## src/rtl/pic_pkg.sv

```systemverilog
package pic_pkg;

    typedef enum logic [1:0] {
        PWR_RUN      = 2'd0,
        PWR_OFF_WAIT = 2'd1,
        PWR_OFF_HOLD = 2'd2,
        PWR_RESET    = 2'd3
    } pwr_state_e;

    localparam int CSR_W      = 16;
    localparam int DIR_LSB    = 0;
    localparam int DIR_W      = 4;
    localparam int FLAG_BIT   = 4;
    localparam int MEM_LSB    = 5;
    localparam int MEM_W      = 5;
    localparam int RUN_BIT    = 10;
    localparam int FAST_BIT   = 11;
    localparam int PDN_BIT    = 12;

    localparam logic [CSR_W-1:0] CSR_RESET = 16'h0C0F;
    localparam logic [CSR_W-1:0] CSR_WMASK = 16'h1FEF;

    localparam int KEY_OFF_A = 0;
    localparam int KEY_OFF_B = 1;
    localparam int KEY_ON_A  = 9;
    localparam int KEY_ON_C  = 0;
    localparam int KEY_ON_B  = 10;

endpackage

```

## src/rtl/pic_sync.sv

```systemverilog
module pic_sync #(
    parameter int       W       = 1,
    parameter int       STAGES  = 2,
    parameter logic     RST_VAL = 1'b1
) (
    input  logic         clk,
    input  logic         rst_n,
    input  logic [W-1:0] d_i,
    output logic [W-1:0] q_o
);
    logic [W-1:0] stage_q [STAGES];

    generate
        for (genvar s = 0; s < STAGES; s++) begin : g_stage
            always_ff @(posedge clk or negedge rst_n) begin
                if (!rst_n) begin
                    stage_q[s] <= {W{RST_VAL}};
                end else if (s == 0) begin
                    stage_q[s] <= d_i;
                end else begin
                    stage_q[s] <= stage_q[(s == 0) ? 0 : s-1];
                end
            end
        end
    endgenerate

    assign q_o = stage_q[STAGES-1];
endmodule

```

## src/rtl/pic_lowfilt.sv

```systemverilog
module pic_lowfilt #(
    parameter int LEN = 2
) (
    input  logic clk,
    input  logic rst_n,
    input  logic pin_s_i,
    output logic low_o
);
    localparam int CW = $clog2(LEN + 1);
    localparam logic [CW-1:0] FULL = CW'(LEN);

    logic [CW-1:0] run_q;

    always_ff @(posedge clk or negedge rst_n) begin
        if (!rst_n) begin
            run_q <= '0;
        end else if (pin_s_i) begin
            run_q <= '0;
        end else if (run_q != FULL) begin
            run_q <= run_q + 1'b1;
        end
    end

    assign low_o = (run_q == FULL);

    // A high sample ends any filtered-low stretch
    p_high_breaks_r3: assert property (@(posedge clk) disable iff (!rst_n)
        pin_s_i |=> !low_o);
endmodule

```

## src/rtl/pic_csr.sv

```systemverilog
module pic_csr
    import pic_pkg::*;
#(
    parameter logic [15:0] CSR_ADDR = 16'h0104
) (
    input  logic             clk,
    input  logic             rst_n,
    input  logic             sel_i,
    input  logic             we_i,
    input  logic [15:0]      addr_i,
    input  logic [CSR_W-1:0] wdata_i,
    input  logic             capture_i,
    output logic [CSR_W-1:0] rdata_o,
    output logic [CSR_W-1:0] csr_o
);
    logic [CSR_W-1:0] csr_q, csr_d;
    logic             hit, wr_hit;

    assign hit    = sel_i && (addr_i == CSR_ADDR);
    assign wr_hit = hit && we_i;

    always_comb begin
        csr_d           = wr_hit ? (wdata_i & CSR_WMASK) : csr_q;
        csr_d[FLAG_BIT] = (csr_q[FLAG_BIT] && !wr_hit) || capture_i;
    end

    always_ff @(posedge clk or negedge rst_n) begin
        if (!rst_n) csr_q <= CSR_RESET;
        else        csr_q <= csr_d;
    end

    assign csr_o   = csr_q;
    assign rdata_o = hit ? csr_q : '0;

    p_flag_sticky_r3: assert property (@(posedge clk) disable iff (!rst_n)
        (csr_q[FLAG_BIT] && !wr_hit) |=> csr_q[FLAG_BIT]);
    p_flag_clear_r3: assert property (@(posedge clk) disable iff (!rst_n)
        (wr_hit && !capture_i) |=> !csr_q[FLAG_BIT]);
    p_foreign_write_r10: assert property (@(posedge clk) disable iff (!rst_n)
        (!hit && !capture_i && !csr_q[FLAG_BIT]) |=> $stable(csr_q));
endmodule

```

## src/rtl/pic_clkdiv.sv

```systemverilog
module pic_clkdiv #(
    parameter int DIV_RATIO = 8
) (
    input  logic clk,
    input  logic rst_n,
    input  logic run_i,
    input  logic fast_i,
    input  logic hold_i,
    output logic clk_en_o
);
    logic tick;

    generate
        if (DIV_RATIO <= 1) begin : g_nodiv
            assign tick = 1'b1;
        end else begin : g_div
            localparam int CW = $clog2(DIV_RATIO);
            localparam logic [CW-1:0] LAST = CW'(DIV_RATIO - 1);
            logic [CW-1:0] cnt_q;
            always_ff @(posedge clk or negedge rst_n) begin
                if (!rst_n)             cnt_q <= '0;
                else if (cnt_q == LAST) cnt_q <= '0;
                else                    cnt_q <= cnt_q + 1'b1;
            end
            assign tick = (cnt_q == LAST);

            // Slow ticks are never back to back
            p_tick_gap_r9: assert property (@(posedge clk) disable iff (!rst_n)
                tick |=> !tick);
        end
    endgenerate

    assign clk_en_o = run_i && !hold_i && (fast_i || tick);
endmodule

```

## src/rtl/pic_pwr_fsm.sv

```systemverilog
module pic_pwr_fsm
    import pic_pkg::*;
#(
    parameter int KEY_W = 11
) (
    input  logic             clk,
    input  logic             rst_n,
    input  logic [KEY_W-1:0] key_s_i,
    input  logic             halt_ack_i,
    output logic             halt_req_o,
    output logic             power_off_o,
    output logic             cpu_reset_o,
    output logic             wake_o
);
    pwr_state_e   state_q, state_d;
    logic         off_pair, on_pair, on_pair_q, halt_q, halt_set;
    logic [KEY_W-1:0] key_q;

    assign off_pair = !key_s_i[KEY_OFF_A] && !key_s_i[KEY_OFF_B];
    assign on_pair  = !key_s_i[KEY_ON_B] &&
                      (!key_s_i[KEY_ON_A] || !key_s_i[KEY_ON_C]);

    always_comb begin
        state_d = state_q;
        unique case (state_q)
            PWR_RUN:      if (off_pair) state_d = PWR_OFF_WAIT;
            PWR_OFF_WAIT: if (on_pair)  state_d = PWR_OFF_HOLD;
            PWR_OFF_HOLD: if (!on_pair) state_d = PWR_RESET;
            PWR_RESET:                  state_d = PWR_RUN;
            default:                    state_d = PWR_RUN;
        endcase
    end

    always_ff @(posedge clk or negedge rst_n) begin
        if (!rst_n) state_q <= PWR_RUN;
        else        state_q <= state_d;
    end

    assign halt_set = (state_q == PWR_RUN) && on_pair && !on_pair_q && !off_pair;

    always_ff @(posedge clk or negedge rst_n) begin
        if (!rst_n) begin
            on_pair_q <= 1'b0;
            halt_q    <= 1'b0;
            key_q     <= '1;
        end else begin
            on_pair_q <= on_pair;
            key_q     <= key_s_i;
            if (halt_set)        halt_q <= 1'b1;
            else if (halt_ack_i) halt_q <= 1'b0;
        end
    end

    always_comb begin
        power_off_o = 1'b0;
        cpu_reset_o = 1'b0;
        unique case (state_q)
            PWR_RUN:      ;
            PWR_OFF_WAIT: power_off_o = 1'b1;
            PWR_OFF_HOLD: power_off_o = 1'b1;
            PWR_RESET:    cpu_reset_o = 1'b1;
            default:      ;
        endcase
    end

    assign halt_req_o = halt_q;
    assign wake_o     = |(key_s_i & ~key_q);

    p_halt_hold_r5: assert property (@(posedge clk) disable iff (!rst_n)
        (halt_q && !halt_ack_i) |=> halt_q);
    p_off_no_halt_r6: assert property (@(posedge clk) disable iff (!rst_n)
        (power_off_o && !halt_q) |=> !halt_q);
    p_reset_single_r7: assert property (@(posedge clk) disable iff (!rst_n)
        cpu_reset_o |=> !cpu_reset_o && !power_off_o);
    p_off_no_reset_r6: assert property (@(posedge clk) disable iff (!rst_n)
        (state_q == PWR_OFF_WAIT) |=> !cpu_reset_o);
endmodule

```

## src/rtl/pic_unit.sv

```systemverilog
module pic_unit
    import pic_pkg::*;
#(
    parameter int          KEY_W       = 11,
    parameter int          SYNC_STAGES = 2,
    parameter int          FILTER_LEN  = 2,
    parameter int          DIV_RATIO   = 8,
    parameter logic [15:0] CSR_ADDR    = 16'h0104
) (
    input  logic             clk_i,
    input  logic             rst_ni,
    input  logic             bus_sel_i,
    input  logic             bus_we_i,
    input  logic [15:0]      bus_addr_i,
    input  logic [15:0]      bus_wdata_i,
    output logic [15:0]      bus_rdata_o,
    input  logic [KEY_W-1:0] key_col_i,
    input  logic             port_pin1_i,
    input  logic             int_mask_i,
    input  logic             halt_ack_i,
    input  logic             evt_ack_i,
    output logic [3:0]       grp_dir_o,
    output logic [4:0]       mem_cfg_o,
    output logic             clk_run_o,
    output logic             clk_fast_o,
    output logic             pwr_down_o,
    output logic             cpu_clk_en_o,
    output logic             halt_req_o,
    output logic             evt_req_o,
    output logic             power_off_o,
    output logic             cpu_reset_o,
    output logic             wake_o
);
    logic [KEY_W-1:0] key_s;
    logic             pin_s, pin_low, pin_low_q, evt_q, evt_set;
    logic [CSR_W-1:0] csr;

    pic_sync #(.W(KEY_W), .STAGES(SYNC_STAGES), .RST_VAL(1'b1)) u_key_sync (
        .clk(clk_i), .rst_n(rst_ni), .d_i(key_col_i), .q_o(key_s));

    pic_sync #(.W(1), .STAGES(SYNC_STAGES), .RST_VAL(1'b1)) u_pin_sync (
        .clk(clk_i), .rst_n(rst_ni), .d_i(port_pin1_i), .q_o(pin_s));

    pic_lowfilt #(.LEN(FILTER_LEN)) u_filt (
        .clk(clk_i), .rst_n(rst_ni), .pin_s_i(pin_s), .low_o(pin_low));

    pic_csr #(.CSR_ADDR(CSR_ADDR)) u_csr (
        .clk(clk_i), .rst_n(rst_ni), .sel_i(bus_sel_i), .we_i(bus_we_i),
        .addr_i(bus_addr_i), .wdata_i(bus_wdata_i), .capture_i(pin_low),
        .rdata_o(bus_rdata_o), .csr_o(csr));

    pic_pwr_fsm #(.KEY_W(KEY_W)) u_fsm (
        .clk(clk_i), .rst_n(rst_ni), .key_s_i(key_s), .halt_ack_i(halt_ack_i),
        .halt_req_o(halt_req_o), .power_off_o(power_off_o),
        .cpu_reset_o(cpu_reset_o), .wake_o(wake_o));

    pic_clkdiv #(.DIV_RATIO(DIV_RATIO)) u_div (
        .clk(clk_i), .rst_n(rst_ni), .run_i(csr[RUN_BIT]), .fast_i(csr[FAST_BIT]),
        .hold_i(power_off_o), .clk_en_o(cpu_clk_en_o));

    assign evt_set = pin_low && !pin_low_q && !int_mask_i;

    always_ff @(posedge clk_i or negedge rst_ni) begin
        if (!rst_ni) begin
            pin_low_q <= 1'b0;
            evt_q     <= 1'b0;
        end else begin
            pin_low_q <= pin_low;
            if (evt_set)        evt_q <= 1'b1;
            else if (evt_ack_i) evt_q <= 1'b0;
        end
    end

    assign evt_req_o  = evt_q;
    assign grp_dir_o  = csr[DIR_LSB +: DIR_W];
    assign mem_cfg_o  = csr[MEM_LSB +: MEM_W];
    assign clk_run_o  = csr[RUN_BIT];
    assign clk_fast_o = csr[FAST_BIT];
    assign pwr_down_o = csr[PDN_BIT];

    p_evt_hold_r4: assert property (@(posedge clk_i) disable iff (!rst_ni)
        (evt_q && !evt_ack_i) |=> evt_q);
    p_evt_masked_r4: assert property (@(posedge clk_i) disable iff (!rst_ni)
        (!evt_q && int_mask_i) |=> !evt_q);
    p_flag_follows_r3: assert property (@(posedge clk_i) disable iff (!rst_ni)
        pin_low |=> csr[FLAG_BIT]);
    p_off_gates_clk_r6: assert property (@(posedge clk_i) disable iff (!rst_ni)
        power_off_o |-> !cpu_clk_en_o);
endmodule

```

## config.mk

```make
export PLATFORM = sky130hd
export DESIGN_NAME = pic_unit
export DESIGN_NICKNAME = d
export VERILOG_FILES = /design/src/rtl/pic_pkg.sv /design/src/rtl/pic_sync.sv /design/src/rtl/pic_lowfilt.sv /design/src/rtl/pic_csr.sv /design/src/rtl/pic_clkdiv.sv /design/src/rtl/pic_pwr_fsm.sv /design/src/rtl/pic_unit.sv
export SDC_FILE = /design/constraint.sdc
export NUM_CORES = 1
export LEC_CHECK = 0
export CAP_MARGIN = 10
export CORE_AREA = 2 2 80 82
export DETAILED_ROUTE_END_ITERATION = 7
export DIE_AREA = 0 0 82 84
export GPL_TIMING_DRIVEN = 0
export HOLD_SLACK_MARGIN = 0.06
export PLACE_DENSITY = 0.85
export SETUP_SLACK_MARGIN = 0.05
export SLEW_MARGIN = 10
export SYNTH_ARGS = -nofsm -noshare
export SYNTH_HDL_FRONTEND = slang
export SYNTH_SLANG_ARGS = --single-unit
```

## constraint.sdc

```tcl
create_clock -name clk_i -period 2.29 [get_ports clk_i]
set_input_delay 0.687 -clock clk_i [delete_from_list [all_inputs] [get_ports clk_i]]
set_output_delay 0.687 -clock clk_i [all_outputs]
set_load 0.05 [all_outputs]
```

==> results of run 1 <==
[worst max-delay path: cells and delay by family]
family	cells	cell delay, ns
buffers and inverters	3	0.39
AND/OR/NAND/NOR	4	0.84
[metrics by stage]
step	power, mW	instances	area, um^2	TNS (ns)	setup slack [ns]
finish	2.92	342	3700	-4.07	-0.314
global route	3.07	342	3700	-4.78	-0.366
CTS	2.96	342	3650	-4.41	-0.322
detailed placement	1.77	319	3250	-27.22	-1.50
global placement	1.75	318	3230	-65.89	-1.47
floorplan	1.55	164	2360	-2.44	-0.137
[worst max path at each step]
stage                   startpoint  cells past startpoint        endpoint
floorplan           bus_addr_i[14]                      5  u_csr.csr_o[5]
global placement     bus_addr_i[6]                      7  bus_rdata_o[8]
detailed placement   bus_addr_i[6]                      7  bus_rdata_o[8]
CTS                 bus_addr_i[11]                      7  bus_rdata_o[8]
global route         bus_addr_i[6]                      7  bus_rdata_o[7]
finish              bus_addr_i[13]                      7  bus_rdata_o[8]
[routing by layer]
layer | wire (um) | share of wire | global-route usage
met5 | 0 | 0 | 0
met4 | 102 | 0.022 | 0.0697
met3 | 229 | 0.050 | 0.0519
met2 | 2430 | 0.53 | 0.242
met1 | 1780 | 0.39 | 0.174
[cell type report]
type                    instances  area (um^2)
repair buffers                 85          880
fillers                       467         2390
clock buffers                  10          138
flip-flops and latches         59         1530
plain buffers                  14          116
inverters                      16         60.1
multi-input cells              75          772
well taps                      77         96.3
clock inverters                 6          111
[cell usage in the layout, fill, tap and decap left out, drive strengths merged, types with 5 or more instances in the layout]
master	instances
buf	51
dfstp	41
clkdlybuf4s50	30
dfrtp	18
inv	17
dlygate4sd2	14
mux2	13
and2	12
clkbuf	10
nor2	9
ha	7
nand2	5
[kinds of logic (layout without fill, tap and decap cells)]
logic type / Yosys count / count (layout) / share of synthesized area
mux: 13 / 13 / 0.0649
fa+ha+maj: 7 / 7 / 0.0388
simple gates: 40 / 40 / 0.106
buf+inv: 30 / 131 / 0.0732
xor+xnor: 1 / 1 / 0.00388
flops: 59 / 59 / 0.677
compound gates: 11 / 11 / 0.0344
other cells: 1 / 3 / 0.00166
[power by group]
part | internal, mW | total [mW] | leakage [nW] | switching (mW)
Sequential | 1.15 | 1.20 | 0.663 | 0.0482
Combinational | 0.235 | 0.570 | 0.959 | 0.334
Clock | 0.754 | 1.15 | 0.123 | 0.396
[state kept, by name, indices dropped and copies added (netlist names), 2 cells and up]
name / cells
u_csr.csr_o: 13
u_fsm.key_q: 11
u_key_sync.q_o: 11
u_key_sync.stage_q: 11
u_div.g_div.cnt_q: 3
u_filt.run_q: 2
u_fsm.state_q: 2
[what timing repair did]
action                                  4_1_cts  5_1_grt
buffers inserted                              6        2
endpoints found under the setup margin       41       28
gates resized for setup                     210       16
pin swaps                                    16        8
cloned                                        2        0
==> summary.md, run 1 <==
| Metric | Value |
|---|---|
| Status | finished with violations |
| Failing checks | negative setup slack |
| Detailed Routing Iterations Pass 1 | 4 |
| R2R Setup Slk | 0.91 ns |
| Synthesis-stage register bit count | roughly 60 |
| Cts hold-fix bufs | 0 |
| Most common cell in the netlist | dfstp_2 |
| Pwr dens | roughly 790 nW/um^2 |
| Post-synthesis sequential area ratio | 0.677 |
| Synth top area share | 0.477 |
| CTS Buf Count | 9 |
| Number of max-cap violations | 0 |
| Number of global-route vias before repair | around 1600 |
| Die Ht | between 80 and 90 um |
| Distinct cells, synth | 32 |
| Critical path's slowest cell | nor4_4 |
| Layout cells sized above 1 | 0.558 |
| Global route overflow | 0 |
| Antenna cells | 0 |
| R2R cell count | 5 |
| FF-to-FF End | u_fsm.state_q[1] |
| Fin crit period | 2.60 ns |
| Mean post-synth cell area | around 14 um^2 |
| I/O pin count | 85 |
| GRT Util Overall | 0.149 |
| Yosys top cell by area | dfstp_2 |
| Layout Skew | between 0.003 and 0.004 ns |
| EDFF count, synth | 0 |
| Crit start category | input port |
| Via count | roughly 1500 |
| Leak | ~1.7 nW |
| Critical path's largest stage delay | about 0.27 ns |
| Initial DRC count | 42 |
| First-pass GRT wire length | about 7400 um |
| Peak supply drop | approximately 0.65 mV |
| Clock buffer depth | 2 |
| Final worst-path cycle share | 1.14 |
| Min-delay worst type | input port to async pin |
| Leading cell types by count after synthesis | dfstp_2, dfrtp_1, inv_1 |
| Fin nets | ~320 |
| Final worst-path setup slack | -0.314 ns |
| Crit Path Max Fanout | 5 |
| Post-synthesis cell count | between 150 and 200 |
| Worst path arrival time | 1.92 ns |
| Core box area | between 6000 and 7000 um^2 |
| Vias per inst | about 4.3 |
| Setup violators final | 21 |
| Most used cell, CP | buf_8 |
| RSZ-0062 raised after global routing | yes |
| Final Core Density | 0.607 |
| Number of port buffers | just under 80 |
| P&R area growth vs syn | 64.0% |
| CTS tree | done |
| Max Fclk | 0.384 GHz |
| Required @ worst endpoint | 1.60 ns |
| Headroom to the max-slew limit | 0.654 |
| Actual slew at the worst max-slew pin | about 0.52 ns |
| Drt drc | 0 |
| Clock-pin slew on the worst setup and hold paths | 0.07 ns |
| H-tree depth | 3 |
| Clk root buf | clkbuf_8 |
| Post-synth top flop | dfstp_2 |
| WS Path Type | input port to primary output |
| Final Hold Vio Count | 0 |
| Chip width | between 80 and 90 um |
| Routability cong. | 0.754 |
| Dominant cells by area after synthesis | dfstp_2, dfrtp_1, mux2_2 |
| Clk Latency, worst-skew pair | approximately 0.32 ns |
| Crit path cell chain | buf_2 -> nor4_4 -> nand4_1 -> nor2_4 -> buf_8 -> and2_4 -> buf_8 |
| Initial Util | 0.370 |
| CP Capture Type | primary output |
| Worst hold margin | approximately 0.31 ns |
| Post-Syn Area | 2260 um^2 |
| Clk sink count | 59 |
| Ys Warns | 0 |
| Asr flop ratio synth | 1.00 |
| Max-slew violation count | 0 |
| Routed WL | roughly 4500 um |
| # rows | 29 |
| Antenna-violating nets left | 0 |
| Detailed placement HPWL | 3130 um |
| Initial antenna violation count | 0 |
| Avg WL per Cell | ~13 um |
| Worst R2R Start | u_fsm.state_q[0] |
| Pin count of the biggest net entering global routing | 42 |
| Die Area | about 6900 um^2 |
Note: power is estimated with default switching activity, not from simulation.
==> inputs of run 2 (changes only) <==
Settings changed: REMOVE_ABC_BUFFERS from default to 1.
==> run 2 against run 1 <==
Net effect: the run still ends with negative setup slack left; die area unchanged; register-to-register slack is essentially flat; maximum frequency is 1.8% lower; worst setup slack lost 0.048 ns; critical path depth unchanged; sequential power is essentially flat; sequential share of layout area increased by 2.8 points; flip-flop and latch count did not move; hold slack better by 0.026 ns; cell count fell by 4.4%.
==> summary.md, run 2 (same netlist as run 1, synthesis figures left out) <==
| Metric | Value |
|---|---|
| Post-Layout Cell Count | 327 (was 342) |
| Max-slew violation count | 0 (unchanged) |
| Initial antenna violation count | 0 (unchanged) |
| P&R area growth vs syn | 53.7% (was 64.0%) |
| Via count | 1464 (was 1479) |
| Final worst-path setup slack | -0.362 ns (was -0.314 ns) |
| Number of max-cap violations | 0 (unchanged) |
| Vias per inst | 4.48 (was 4.32) |
| Final Hold Vio Count | 0 (unchanged) |
| Final worst-path cycle share | 1.16 (was 1.14) |
| Status | finished with violations (unchanged) |
| Clk Latency, worst-skew pair | 0.32 ns (about the same) |
| Chip width | 82 um (unchanged) |
| WS Path Type | input port to primary output (unchanged) |
| Critical path's largest stage delay | 0.33 ns (was 0.27 ns) |
| Initial Util | 0.370 (unchanged) |
| Setup TNS | -4.33 ns (was -4.07 ns) |
| Crit Path Max Fanout | 6 (was 5) |
| CTS tree | done (unchanged) |
| Leak | 1.65 nW (was 1.74 nW) |
| Number of port buffers | 77 (unchanged) |
| Most crowded layer after global routing | met2 (unchanged) |
| Initial DRC count | 85 (was 42) |
| RSZ-0062 raised after global routing | yes (unchanged) |
| Antenna-violating nets left | 0 (unchanged) |
| Detailed Routing Iterations Pass 1 | 4 (unchanged) |
| Number of global-route vias before repair | 1616 (was 1572) |
| CP Capture Type | primary output (unchanged) |
| First-pass GRT wire length | 7890 um (was 7420 um) |
| Crit start category | input port (unchanged) |
| Setup violators final | 13 (was 21) |
| Die Area | 6890 um^2 (unchanged) |
| Fin crit period | 2.65 ns (was 2.60 ns) |
| Detailed placement HPWL | 3120 um (was 3130 um) |
| Max Fclk | 0.377 GHz (was 0.384 GHz) |
| DP Cell Count | 305 (was 319) |
| Avg WL per Cell | 14.7 um (was 13.3 um) |
| CP Launch Point | bus_addr_i[11] (was bus_addr_i[13]) |
| Peak supply drop | 0.497 mV (was 0.652 mV) |
| CTS Buf Count | 9 (unchanged) |
| Antenna cells | 0 (unchanged) |
| CP Buf/Inv Count | 3 (unchanged) |
| Worst path arrival time | 1.96 ns (was 1.92 ns) |
| Flip-flop count of the largest register after layout | 13 (unchanged) |
| Actual slew at the worst max-slew pin | 0.520 ns (was 0.519 ns) |
| Drt drc | 0 (unchanged) |
| Failing checks | negative setup slack (unchanged) |
| Headroom to the max-slew limit | 0.653 (was 0.654) |
| Required @ worst endpoint | 1.60 ns (about the same) |
| Die Ht | 84 um (unchanged) |
| Global route overflow | 0 (unchanged) |
| Core box area | 6100 um^2 (unchanged) |
| Pwr dens | 749 nW/um^2 (was 789 nW/um^2) |
| Grt met2 use | 0.251 (was 0.242) |
| Layout cells sized above 1 | 0.516 (was 0.558) |
| Commonest non-fill, non-tap cells in the layout | dfstp_2, clkdlybuf4s50_1, dfrtp_1, inv_1 (unchanged) |
| Crit path cell chain | buf_8 -> nor4b_4 -> nand4_1 -> buf_6 -> nor2_4 -> and2_4 -> buf_8 (was buf_2 -> nor4_4 -> nand4_1 -> nor2_4 -> buf_8 -> and2_4 -> buf_8) |
| Worst R2R Start | u_key_sync.q_o[0] (was u_fsm.state_q[0]) |
| Pin count of the biggest net entering global routing | 37 (was 42) |
| Clk sink count | 59 (unchanged) |
| Clock-pin slew on the worst setup and hold paths | 0.06 ns (was 0.07 ns) |
| I/O pin count | 85 (unchanged) |
| Routability cong. | 0.681 (was 0.754) |
| Critical path's slowest cell | nor4b_4 (was nor4_4) |
| Most used cell, CP | buf_8 (unchanged) |
| # rows | 29 (unchanged) |
| Met3 usage | 0.0574 (was 0.0519) |
| CP delay by family, top | simple AND/OR/NAND/NOR gates (unchanged) |
| Most common cell after layout, fill and taps aside | dfstp_2 (unchanged) |
| Layout Skew | 0.00767 ns (was 0.00315 ns) |
| H-tree depth | 3 (unchanged) |
| GR Layer Usage met1 | 0.183 (was 0.174) |
| Clock buffer depth | 2 (unchanged) |
| Clk root buf | clkbuf_8 (unchanged) |
| Min-delay worst type | input port to async pin (unchanged) |
| GRT Util Overall | 0.158 (was 0.149) |
| Routed WL | 4800 um (was 4550 um) |
| Cts hold-fix bufs | 0 (unchanged) |
| Fin nets | 303 (was 318) |
## run 2: cell types whose count changed in the layout (fill, tap and decap cells not counted), moves of 3 or more
cell and delta:
buf_4 -10, dlygate4sd2_1 -4, buf_6 -3, bufinv_16 -3
dlymetal6s2s_1 +4
## run 2: worst register-to-register path, cell delays in order, from the launching register on
cell and delay, ns:
dfstp_2 0.57, a21o_1 0.17, nand2_1 0.08, nand3_1 0.12, mux2_2 0.34
## run 2: area by class of cell
type / instances / area (um^2)
clock inverter: 4 / 23.8
timing repair buffer: 83 / 868
clock buffer: 12 / 156
inverter: 16 / 60.1
multi-input combinational: 76 / 737
sequential: 59 / 1530
fill: 467 / 2630
tap: 77 / 96.3
## run 2: final timing paths
kind | endpoint | slack, ns | depth (start not counted)
setup / recovery | bus_rdata_o[9] | -0.36 | 7
hold / removal | u_csr.csr_o[6] | 0.33 | 1
setup reg to reg | u_fsm.state_q[1] | 0.91 | 4
hold reg to reg | u_pin_sync.q_o | 0.35 | 0
max in group asynchronous | u_fsm.key_q[4] | 1.32 | 2
min in group clk_i | u_pin_sync.q_o | 0.35 | 0
## run 2: timing repair
action | in CTS | in global routing
setup buffers | 5 | 1
setup endpoints to repair | 36 | 33
gates cloned | 2 | 0
pin swaps | 17 | 13
resized for setup | 224 | 14
## run 2: per-layer routing
layer  vias to the layer above  part of all wire
li1                        687                 -
met3                        12             0.050
met1                       720              0.40
met4                         0             0.026
met2                        45              0.53
met5                         -                 0
## run 2: power by group
part | switching (mW) | total [mW] | internal (mW)
registers | 0.0479 | 1.20 | 1.15
logic | 0.337 | 0.573 | 0.236
clock network | 0.373 | 0.828 | 0.455
total | 0.758 | 2.60 | 1.84
## run 2: stage by stage
step | util | instance area [um^2] | hold WS (ns) | setup slack [ns] | total power [mW]
2_1_floorplan | - | 2160 | 0.345 | -0.689 | 1.53
3_3_place_gp | 0.497 | 3030 | 0.345 | -1.63 | 1.72
3_5_place_dp | 0.499 | 3040 | 0.347 | -1.66 | 1.76
4_1_cts | 0.570 | 3470 | 0.332 | -0.268 | 2.63
5_1_grt | 0.569 | 3470 | 0.349 | -0.412 | 2.74
6_report | 0.569 | 3470 | 0.333 | -0.362 | 2.60
==> inputs of run 3 (changes only) <==
Settings changed: CAP_MARGIN 10 to default, CORE_AREA 2 2 80 82 to 2 2 81 83, DIE_AREA 0 0 82 84 to 0 0 83 85, SYNTH_HIERARCHICAL from default to 1.
==> run 3 against run 2 <==
Net effect: the flow still finishes with violations (negative setup slack); largest power group unchanged; critical endpoint is now bus_rdata_o[7]; critical path type unchanged; cell count increased by 1.8%; synthesized cell count rose by 1.9%; wire length is 0.27% higher; maximum frequency is 0.15% lower; hold slack better by 0.022 ns; sequential share of layout area down 0.58 points; worst setup slack lost 0.0039 ns; flip-flop and latch count is the same; utilization shrank 0.25 points.
==> summary.md, run 3 <==
| Metric | Value |
|---|---|
| Commonest non-fill, non-tap cells in the layout | dfstp_2, clkdlybuf4s50_1, dfrtp_1, inv_1, buf_6 (was dfstp_2, clkdlybuf4s50_1, dfrtp_1, inv_1) |
| Die Ht | 85 um (was 84 um) |
| Max-slew violation count | 0 (unchanged) |
| Pin count of the biggest net entering global routing | 32 (was 37) |
| CTS tree | done (unchanged) |
| Initial DRC count | 79 (was 85) |
| First-pass GRT wire length | 8150 um (was 7890 um) |
| Ys Warns | 6 (was 0) |
| Final Core Density | 0.567 (was 0.569) |
| Number of port buffers | 77 (unchanged) |
| R2R Setup Slk | 0.90 ns (was 0.91 ns) |
| Antenna cells | 0 (unchanged) |
| RSZ-0062 raised after global routing | yes (unchanged) |
| Final Hold Vio Count | 0 (unchanged) |
| Required @ worst endpoint | 1.60 ns (about the same) |
| Core box area | 6200 um^2 (was 6100 um^2) |
| Layout Skew | 0.00887 ns (was 0.00767 ns) |
| P&R area growth vs syn | 48.5% (was 53.7%) |
| GRT Util Overall | 0.152 (was 0.158) |
| Hold path start | u_key_sync/stage_q[16] |
| Die Area | 7060 um^2 (was 6890 um^2) |
| I/O pin count | 85 (unchanged) |
| Crit Path Max Fanout | 6 (unchanged) |
| Clock buffer depth | 2 (unchanged) |
| Number of global-route vias before repair | 1618 (was 1616) |
| Fin nets | 310 (was 303) |
| Flip-flop count of the largest register after layout | 13 (unchanged) |
| Final worst-path cycle share | 1.16 (about the same) |
| Cts hold-fix bufs | 0 (unchanged) |
| Headroom to the max-slew limit | 0.562 (was 0.653) |
| Clock-pin slew on the worst setup and hold paths | 0.06 ns (about the same) |
| Clk Latency, worst-skew pair | 0.33 ns (was 0.32 ns) |
| H-tree depth | 3 (unchanged) |
| Antenna-violating nets left | 0 (unchanged) |
| Critical path's largest stage delay | 0.31 ns (was 0.33 ns) |
| FF-to-FF End | u_fsm/state_q[1] (was u_fsm.state_q[1]) |
| Routed WL | 4810 um (was 4800 um) |
| Initial Util | 0.382 (was 0.370) |
| Clk root buf | clkbuf_8 (unchanged) |
| CP Capture Type | primary output (unchanged) |
| Critical path's slowest cell | nor4_4 (was nor4b_4) |
| Peak supply drop | 0.431 mV (was 0.497 mV) |
| Leak | 1.65 nW (about the same) |
| Final worst-path setup slack | -0.366 ns (was -0.362 ns) |
| Fin crit period | 2.66 ns (was 2.65 ns) |
| Setup violators final | 13 (unchanged) |
| Worst R2R Start | u_fsm/state_q[0] (was u_key_sync.q_o[0]) |
| R2R cell count | 6 (was 4) |
| Routability cong. | 0.778 (was 0.681) |
| Most used cell, CP | buf_6 (was buf_8) |
| Pwr dens | 775 nW/um^2 (was 749 nW/um^2) |
| Post-Syn Area | 2370 um^2 (was 2260 um^2) |
| Status | finished with violations (unchanged) |
| Number of max-cap violations | 0 (unchanged) |
| CTS Buf Count | 9 (unchanged) |
| Max Fclk | 0.377 GHz (about the same) |
| Avg WL per Cell | 14.4 um (was 14.7 um) |
| Setup TNS | -4.28 ns (was -4.33 ns) |
| Actual slew at the worst max-slew pin | 0.657 ns (was 0.520 ns) |
| Via count | 1498 (was 1464) |
| Detailed Routing Iterations Pass 1 | 4 (unchanged) |
| Chip width | 83 um (was 82 um) |
| Place WS | -1.63 ns (was -1.66 ns) |
| Design Area, Final | 3520 um^2 (was 3470 um^2) |
| Min-delay worst type | flop to flop (was input port to async pin) |
| Vias per inst | 4.50 (was 4.48) |
| WS Path Type | input port to primary output (unchanged) |
| Crit start category | input port (unchanged) |
| Global route overflow | 0 (unchanged) |
| Layout cells sized above 1 | 0.516 (about the same) |
| Worst path arrival time | 1.97 ns (was 1.96 ns) |
| Detailed placement HPWL | 3370 um (was 3120 um) |
| # rows | 29 (unchanged) |
| Placed cell areas | 3130 um^2 (was 3040 um^2) |
| Drt drc | 0 (unchanged) |
| Hold depth | 0 |
| Failing checks | negative setup slack (unchanged) |
| Clk sink count | 59 (unchanged) |
| Most common cell after layout, fill and taps aside | dfstp_2 (unchanged) |
| Initial antenna violation count | 0 (unchanged) |
| Crit path cell chain | buf_6 -> nor4_4 -> nand4_1 -> buf_6 -> nor2_4 -> and2_4 -> buf_8 (was buf_8 -> nor4b_4 -> nand4_1 -> buf_6 -> nor2_4 -> and2_4 -> buf_8) |
| Mean post-synth cell area | 14.3 um^2 (was 13.9 um^2) |
| Worst hold margin | 0.355 ns (was 0.333 ns) |
| Hold path endpoint | u_key_sync/q_o[5] |
| Post-synthesis cell count | 165 (was 162) |
run 3: per-stage QoR:
step	total power, mW	std cells
2_1_floorplan	1.56	151
3_3_place_gp	1.76	305
3_5_place_dp	1.79	306
4_1_cts	2.73	331
5_1_grt	2.87	333
6_report	2.72	333
run 3: layout make-up:
type,count,area (um^2)
multi-input combinational,76,742
timing repair buffer,88,893
fill,473,2690
tap,77,96.3
sequential,59,1530
clock inverter,7,68.8
inverter,17,63.8
clock buffer,9,124
run 3: critical path, delay by kind of cell:
kind	cells	cell delay, ns
buf+inv	3	0.41
simple gates	4	0.87
run 3: per-layer routing:
metal,vias up,global-route usage,routed length (um)
li1,697,-,-
met4,0,0.0849,104
met2,37,0.263,2630
met1,752,0.173,1920
met3,12,0.0360,158
met5,-,0,0
run 3: how the worst max path moves through the flow:
| stage | start | endpoint | slack, ns | cells after the start |
|---|---|---|---|---|
| after floorplan | bus_addr_i[14] | bus_rdata_o[4] | -0.66 | 2 |
| after global placement | bus_addr_i[10] | bus_rdata_o[9] | -1.56 | 6 |
| after detailed placement | bus_addr_i[10] | bus_rdata_o[7] | -1.63 | 6 |
| after CTS | bus_addr_i[15] | bus_rdata_o[7] | -0.30 | 7 |
| after global routing | bus_addr_i[1] | bus_rdata_o[7] | -0.41 | 7 |
| final | bus_addr_i[13] | bus_rdata_o[7] | -0.37 | 7 |
run 3: power breakdown:
group,internal [mW],switching (mW)
clock network,0.497,0.399
registers,1.15,0.0507
logic,0.267,0.359
run 3: timing repair:
item / CTS / global route
pin swaps: 16 / 8
hold endpoints to repair: 0 / 0
cloned: 1 / 0
resized for setup: 186 / 12
endpoints found under the setup margin: 36 / 19
buffers inserted: 8 / 2
